[config.mk]
export PLATFORM = sky130hd
export DESIGN_NAME = env_shaper
export DESIGN_NICKNAME = d
export VERILOG_FILES = /design/src/rtl/env_pkg.sv /design/src/rtl/env_step_timer.sv /design/src/rtl/env_level_path.sv /design/src/rtl/env_phase_ctrl.sv /design/src/rtl/env_shaper.sv
export SDC_FILE = /design/constraint.sdc
export NUM_CORES = 1
export LEC_CHECK = 0
export ABC_AREA = 1
export BUFFER_PORTS_ARGS = -buffer_cell sky130_fd_sc_hd__buf_2
export CORE_UTILIZATION = 26
export DETAILED_ROUTE_END_ITERATION = 8
export GPL_TIMING_DRIVEN = 0
export PLACE_DENSITY = 0.46
export SLEW_MARGIN = 0
export SYNTH_ARGS = -nofsm -noshare
export SYNTH_HDL_FRONTEND = slang
export SYNTH_SLANG_ARGS = --single-unit
[constraint.sdc]
create_clock -name clk -period 8.4 [get_ports clk]
set_input_delay 1.26 -clock clk [delete_from_list [all_inputs] [get_ports clk]]
set_output_delay 1.26 -clock clk [all_outputs]
set_load 0.01 [all_outputs]
[src/rtl/env_pkg.sv]
package env_pkg;

  typedef enum logic [2:0] {
    PH_IDLE    = 3'd0,
    PH_ATTACK  = 3'd1,
    PH_DECAY   = 3'd2,
    PH_SUSTAIN = 3'd3,
    PH_RELEASE = 3'd4
  } phase_e;

  // Level thresholds at or below which the falling step period doubles again.
  localparam int NUM_BP = 5;
  localparam int BP_LEVELS [NUM_BP] = '{93, 54, 26, 14, 6};

  // Base step period for a rate code.
  function automatic int unsigned base_period(input int unsigned rate, input int unsigned unit);
    return (rate + 1) * (rate + 1) * unit;
  endfunction

endpackage

[src/rtl/env_step_timer.sv]
module env_step_timer
  import env_pkg::*;
#(
  parameter int RATE_W = 4,
  parameter int LVL_W  = 8,
  parameter int UNIT   = 8
) (
  input  logic              clk,
  input  logic              rst,
  input  logic              restart,
  input  logic              bp_en,
  input  logic [RATE_W-1:0] rate,
  input  logic [LVL_W-1:0]  level,
  output logic              tick
);
  localparam int RATE_N   = 1 << RATE_W;
  localparam int MAX_BASE = RATE_N * RATE_N * UNIT;
  localparam int PER_W    = $clog2(MAX_BASE + 1) + NUM_BP;
  localparam int HIT_W    = $clog2(NUM_BP + 1);

  logic [PER_W-1:0] base_tab [RATE_N];
  logic [NUM_BP-1:0] hit;
  logic [HIT_W-1:0]  n_hit;
  logic [PER_W-1:0]  period;
  logic [PER_W-1:0]  cnt_q;

  for (genvar g = 0; g < RATE_N; g++) begin : g_tab
    assign base_tab[g] = PER_W'(base_period(g, UNIT));
  end

  for (genvar b = 0; b < NUM_BP; b++) begin : g_bp
    assign hit[b] = bp_en && (int'(level) <= BP_LEVELS[b]);
  end

  always_comb begin
    n_hit = '0;
    for (int i = 0; i < NUM_BP; i++) n_hit = n_hit + HIT_W'(hit[i]);
    period = base_tab[rate] << n_hit;
  end

  assign tick = (cnt_q >= period - 1'b1);

  always_ff @(posedge clk) begin
    if (rst)                  cnt_q <= '0;
    else if (restart || tick) cnt_q <= '0;
    else                      cnt_q <= cnt_q + 1'b1;
  end

  // a fall below the lowest threshold uses the longest step period
  p_deep_tail_r4: assert property (@(posedge clk) disable iff (rst)
    (bp_en && int'(level) <= BP_LEVELS[NUM_BP-1]) |-> (n_hit == HIT_W'(NUM_BP)));

endmodule

[src/rtl/env_level_path.sv]
module env_level_path
  import env_pkg::*;
#(
  parameter int LVL_W   = 8,
  parameter int GUARD_W = 4
) (
  input  logic             clk,
  input  logic             rst,
  input  phase_e           phase,
  input  logic             step,
  input  logic [1:0]       mul_shift,
  input  logic [LVL_W-1:0] sustain,
  output logic [LVL_W-1:0] level,
  output logic             done
);
  localparam int ACC_W = LVL_W + GUARD_W;
  localparam logic [ACC_W-1:0] ACC_MAX = {{LVL_W{1'b1}}, {GUARD_W{1'b0}}};
  localparam logic [ACC_W-1:0] ONE_LSB = ACC_W'(1) << GUARD_W;

  logic [ACC_W-1:0] acc_q, acc_nxt, tgt, dec, shifted;
  logic [ACC_W:0]   up;

  assign up      = {1'b0, acc_q} + {1'b0, ONE_LSB};
  assign shifted = acc_q >> mul_shift;
  assign tgt     = (phase == PH_DECAY) ? {sustain, {GUARD_W{1'b0}}} : '0;

  always_comb begin
    if (mul_shift == 2'd0)      dec = ONE_LSB;
    else if (shifted == '0)     dec = ACC_W'(1);
    else                        dec = shifted;
  end

  always_comb begin
    acc_nxt = acc_q;
    done    = 1'b0;
    if (step) begin
      case (phase)
        PH_ATTACK: begin
          acc_nxt = (up >= {1'b0, ACC_MAX}) ? ACC_MAX : up[ACC_W-1:0];
          done    = (acc_nxt == ACC_MAX);
        end
        PH_DECAY, PH_RELEASE: begin
          if (acc_q <= tgt)             acc_nxt = acc_q;
          else if (acc_q - tgt > dec)   acc_nxt = acc_q - dec;
          else                          acc_nxt = tgt;
          done = (acc_nxt <= tgt);
        end
        default: ;
      endcase
    end
  end

  always_ff @(posedge clk) begin
    if (rst) acc_q <= '0;
    else     acc_q <= acc_nxt;
  end

  assign level = acc_q[ACC_W-1:GUARD_W];

  // a rising step adds at most one visible count and never lowers the level
  p_rise_step_r2: assert property (@(posedge clk) disable iff (rst)
    (step && phase == PH_ATTACK) |=>
      (level >= $past(level)) && ({1'b0, level} <= {1'b0, $past(level)} + 1'b1));

  // a falling step never raises the level (no wrap below zero)
  p_fall_no_wrap_r8: assert property (@(posedge clk) disable iff (rst)
    (step && (phase == PH_DECAY || phase == PH_RELEASE)) |=> (level <= $past(level)));

  // the fall toward the hold level never undershoots it
  p_hold_floor_r5: assert property (@(posedge clk) disable iff (rst)
    (step && phase == PH_DECAY) |=> (acc_q >= $past(tgt)) || (acc_q == $past(acc_q)));

  // hold and idle phases leave the accumulator untouched
  p_hold_still_r5: assert property (@(posedge clk) disable iff (rst)
    (phase == PH_SUSTAIN || phase == PH_IDLE) |=> $stable(acc_q));

endmodule

[src/rtl/env_phase_ctrl.sv]
module env_phase_ctrl
  import env_pkg::*;
(
  input  logic   clk,
  input  logic   rst,
  input  logic   gate,
  input  logic   done,
  output phase_e phase,
  output logic   gate_chg,
  output logic   restart
);
  phase_e phase_q, phase_nxt;

  always_comb begin
    if (gate) gate_chg = (phase_q == PH_IDLE) || (phase_q == PH_RELEASE);
    else      gate_chg = (phase_q == PH_ATTACK) || (phase_q == PH_DECAY) ||
                         (phase_q == PH_SUSTAIN);
  end

  always_comb begin
    phase_nxt = phase_q;
    if (gate_chg) begin
      phase_nxt = gate ? PH_ATTACK : PH_RELEASE;
    end else if (done) begin
      case (phase_q)
        PH_ATTACK:  phase_nxt = PH_DECAY;
        PH_DECAY:   phase_nxt = PH_SUSTAIN;
        PH_RELEASE: phase_nxt = PH_IDLE;
        default:    phase_nxt = phase_q;
      endcase
    end
  end

  assign restart = (phase_nxt != phase_q);

  always_ff @(posedge clk) begin
    if (rst) phase_q <= PH_IDLE;
    else     phase_q <= phase_nxt;
  end

  assign phase = phase_q;

  // gate high while idle or releasing enters the rise
  p_gate_rise_r2: assert property (@(posedge clk) disable iff (rst)
    (gate && (phase_q == PH_IDLE || phase_q == PH_RELEASE)) |=> (phase_q == PH_ATTACK));

  // gate low during any active phase enters release
  p_gate_release_r6: assert property (@(posedge clk) disable iff (rst)
    (!gate && (phase_q == PH_ATTACK || phase_q == PH_DECAY || phase_q == PH_SUSTAIN))
      |=> (phase_q == PH_RELEASE));

  // a completed rise continues into the fall
  p_rise_end_r3: assert property (@(posedge clk) disable iff (rst)
    (phase_q == PH_ATTACK && done) |=> (phase_q == PH_DECAY));

endmodule

[src/rtl/env_shaper.sv]
module env_shaper
  import env_pkg::*;
#(
  parameter int RATE_W  = 4,
  parameter int LVL_W   = 8,
  parameter int GUARD_W = 4,
  parameter int UNIT    = 8
) (
  input  logic              clk,
  input  logic              rst,
  input  logic              gate,
  input  logic [RATE_W-1:0] atk_rate,
  input  logic [RATE_W-1:0] dec_rate,
  input  logic [RATE_W-1:0] rel_rate,
  input  logic [LVL_W-1:0]  sustain,
  input  logic [1:0]        mul_shift,
  output logic [LVL_W-1:0]  level
);
  phase_e            phase;
  logic              gate_chg, restart, done, tick, step, bp_en;
  logic [RATE_W-1:0] rate_sel;

  always_comb begin
    case (phase)
      PH_ATTACK:             rate_sel = atk_rate;
      PH_DECAY, PH_SUSTAIN:  rate_sel = dec_rate;
      default:               rate_sel = rel_rate;
    endcase
  end

  assign bp_en = ((phase == PH_DECAY) || (phase == PH_RELEASE)) && (mul_shift == 2'd0);
  assign step  = tick && !gate_chg;

  env_phase_ctrl u_ctrl (
    .clk      (clk),
    .rst      (rst),
    .gate     (gate),
    .done     (done),
    .phase    (phase),
    .gate_chg (gate_chg),
    .restart  (restart)
  );

  env_step_timer #(
    .RATE_W (RATE_W),
    .LVL_W  (LVL_W),
    .UNIT   (UNIT)
  ) u_timer (
    .clk     (clk),
    .rst     (rst),
    .restart (restart),
    .bp_en   (bp_en),
    .rate    (rate_sel),
    .level   (level),
    .tick    (tick)
  );

  env_level_path #(
    .LVL_W   (LVL_W),
    .GUARD_W (GUARD_W)
  ) u_path (
    .clk       (clk),
    .rst       (rst),
    .phase     (phase),
    .step      (step),
    .mul_shift (mul_shift),
    .sustain   (sustain),
    .level     (level),
    .done      (done)
  );

  // idle always means the envelope is fully down
  p_idle_zero_r6: assert property (@(posedge clk) disable iff (rst)
    (phase == PH_IDLE) |-> (level == '0));

  // the edge that reacts to a gate change leaves the level alone
  p_gate_edge_keeps_r7: assert property (@(posedge clk) disable iff (rst)
    gate_chg |=> $stable(level));

endmodule

==> results by group <==
CTS
  – Clk sinks: 32
  – Worst-Skew Late Latency: 0.28 ns
  – Resize count post-CTS: 0
  – Root Driver: clkbuf_16
  – CTS hold repair buffers: 0
  – Worst-path clk slew: roughly 0.05 ns
  – CTS tree: done
  – Clock Path Buffers: 2
  – # Post-CTS Setup Buffers: 0
  – TritonCTS buffer count: 5
  – H-tree Lvls: 2

Timing
  – Endpoints failing hold: 0
  – Rel. slew slack: 0.6244
  – Worst Clk Skew: roughly 0.0081 ns
  – Worst Tran Pin Value: about 0.56 ns
  – Crit path time final: roughly 7.8 ns
  – RSZ-0062 raised after global routing: false
  – Final setup vio count: 0
  – Slew Viols, Final: 0
  – Tcrit/Tclk final: 0.9241
  – Setup TNS: 0 ns
  – Max Freq: around 130 MHz

Setup path
  – Arr. time, crit path: around 8 ns
  – R2R Setup Slk: between 1 and 1.5 ns
  – Reg2reg path depth: 39
  – RR Endpoint: u_timer.cnt_q[16]$_SDFF_PP0_
  – CP startpoint kind: input pin
  – Slowest stage delay, CP: between 0.5 and 0.6 ns
  – CP Class: in -> reg
  – CP Max Fanout: 10
  – Crit. End Element: register
  – Slowest stage cell, crit path: fa_1
  – Crit-path most repeated cell: inv_1
  – RR Startpoint: u_path.acc_q[4]$_SDFFE_PP0P_
  – CP Data Required Time: approximately 8.6 ns

Final layout
  – # diodes: 0
  – Final Cell Area: 5936 µm²
  – Fillers: about 2.2k
  – Layout Area Growth over Synthesis: 11.91%
  – Layout Nets: ~950
  – Area of the multi-input gates: 4068 µm²
  – Layout cell share with drive strength beyond 1: 0.1647
  – Register area: approximately 640 µm²

Drt
  – DR iter-0 viols: between 200 and 300
  – Final ANT Viol Nets: 0
  – Via density: between 4 and 5
  – TritonRoute pass-1 iters: 5
  – Drt total wl: approximately 15 mm
  – Routed len/inst: about 13 µm
  – DRC viols: 0
  – Via count: around 5.1k

Logic synthesis
  – Post-synth EDFFs: 0
  – Post-synthesis cell area: 5304 µm²
  – Top cells by area, synth: ha_1 (15%), nand2_1 (15%), dfxtp_1 (12%)
  – Synth Warn #: 0
  – Top-count cell post-synth: nand2_1
  – Avg Cell Area, Syn: around 6.4 µm²
  – Synth top area share: 0.1486
  – FFs w/ async S/R, synth: 0
  – Sequential area share after synthesis: 0.1208
  – Top FF cell, synth: dfxtp_1
  – Library cells used by synthesis: 58
  – Commonest cells post-synth: nand2_1 (207), inv_1 (93), ha_1 (63)
  – Mapped Nets: around 920
  – Area leader, netlist: ha_1
  – Mapped Cells: 824
  – #FFs+latches synth: 32

Placed design
  – Dpl cell area: between 5000 and 6000 µm²
  – Final GP Congestion: 0.8570
  – PortBufs: 30
  – Hpwl dp: roughly 13 mm

Global route
  – Grt ovf: 0
  – Antenna violations before repair: 0
  – Largest net degree at the start of global routing: 12
  – Gr usage total: 0.1500
  – First-pass GRT wire length: approximately 25 mm
  – Vias in the first global route: around 4.9k

Hold path
  – Worst hold stages: 1
  – HP Class: reg -> reg
  – Worst Min Path Start: u_timer.cnt_q[0]$_SDFF_PP0_
  – WHS Endpoint: u_timer.cnt_q[0]$_SDFF_PP0_

Pwr
  – Maximum vdd drop: 0.00004924 V
  – Pwr/cell area: 106.6 nW/µm²
  – Leak pwr: ~2.9 nW

Die
  – Core area: approximately 20000 µm²
  – Die Span X: approximately 140 µm
  – Starting Density: 0.2690
  – # IOs: 33
  – Std-Cell Rows: 51
  – Die ar.: ~21000 µm²
  – Die Y: 144.8 µm

Status
  – Status: finished, final reports clean

Job
  – Max-Cap Viols: 0
## area by class of cell
type,instances,area share
clock inverters,1,0.001265
flip-flops and latches,32,0.1079
multi-input cells,654,0.6853
plain buffers,25,0.02846
clock buffers,7,0.02403
repair buffers,30,0.02530
well taps,265,0.05586
inverters,113,0.07188
## power by group
part	switching (mW)	internal (mW)	total [mW]
clock network	0.0696	0.118	0.188
logic	0.186	0.103	0.289
registers	0.00209	0.154	0.156
## cells in the final DEF, fill, tap and decap left out, types with 8 or more instances in the layout
cell type	n
a21oi_1	52
nand2_2	18
ha_1	63
nand3_1	47
nand2_1	207
dfxtp_1	32
nand4_1	18
inv_1	93
nand3_2	10
buf_2	35
nor2_1	57
inv_2	17
o21ai_0	48
xnor2_1	13
buf_4	8
xor2_1	24
clkbuf_1	8
nor2_4	16
## worst max path at each step
stage | start | endpoint | slack, ns
4_1_cts | mul_shift[0] | u_timer.cnt_q[9]$_SDFF_PP0_ | 0.60
3_5_place_dp | mul_shift[0] | u_timer.cnt_q[9]$_SDFF_PP0_ | 0.32
2_1_floorplan | mul_shift[0] | u_timer.cnt_q[7]$_SDFF_PP0_ | 1.53
3_3_place_gp | mul_shift[0] | u_timer.cnt_q[16]$_SDFF_PP0_ | 0.31
6_report | mul_shift[0] | u_timer.cnt_q[16]$_SDFF_PP0_ | 0.64
5_1_grt | mul_shift[0] | u_timer.cnt_q[9]$_SDFF_PP0_ | 0.007
## worst max-delay path, delay by kind of cell
family | cells | cell delay (ns)
AND/OR/NAND/NOR | 23 | 2.70
AO/OA/AOI/OAI | 3 | 0.72
buffers and inverters | 11 | 1.56
adder cells (fa/ha/maj) | 5 | 1.67
## per-stage QoR
step / worst slack, ns / hold slack (ns) / total power [mW] / util / std cells
floorplan: 1.534 / 0.4302 / 0.3944 / - / 824
global placement: 0.3077 / 0.4572 / 0.4527 / 0.2934 / 1119
detailed placement: 0.3222 / 0.4594 / 0.4515 / 0.2934 / 1119
CTS: 0.6020 / 0.4717 / 0.6443 / 0.3010 / 1127
global route: 0.006742 / 0.5045 / 0.6854 / 0.3010 / 1127
finish: 0.6379 / 0.4726 / 0.6328 / 0.3010 / 1127
## cell families (layout without fill, tap and decap cells)
family / after synthesis / after routing / share of synthesized area
other: 1 / 1 / 0.0007070
adders and majority gates: 67 / 67 / 0.1637
and+or+nand+nor: 404 / 404 / 0.3760
buffers and inverters: 138 / 176 / 0.1123
AOI/OAI and AO/OA: 141 / 141 / 0.1578
DFF: 32 / 32 / 0.1208
xor gates and xnor gates: 37 / 37 / 0.06110
muxes: 4 / 4 / 0.007549
## sequential cells by signal, summed over array words and instances, names as in the netlist
signal	flops
u_path.acc_q	12
u_timer.cnt_q	17
u_ctrl.phase	3
## metal layers
layer,wire length [µm],vias to the layer above,global-route usage
met5,0,-,0
met4,104,0,0.02161
met3,497,10,0.02007
met2,6434,76,0.2401
met1,7809,2251,0.2157
li1,-,2780,-
(Power assumes the default switching activity.)
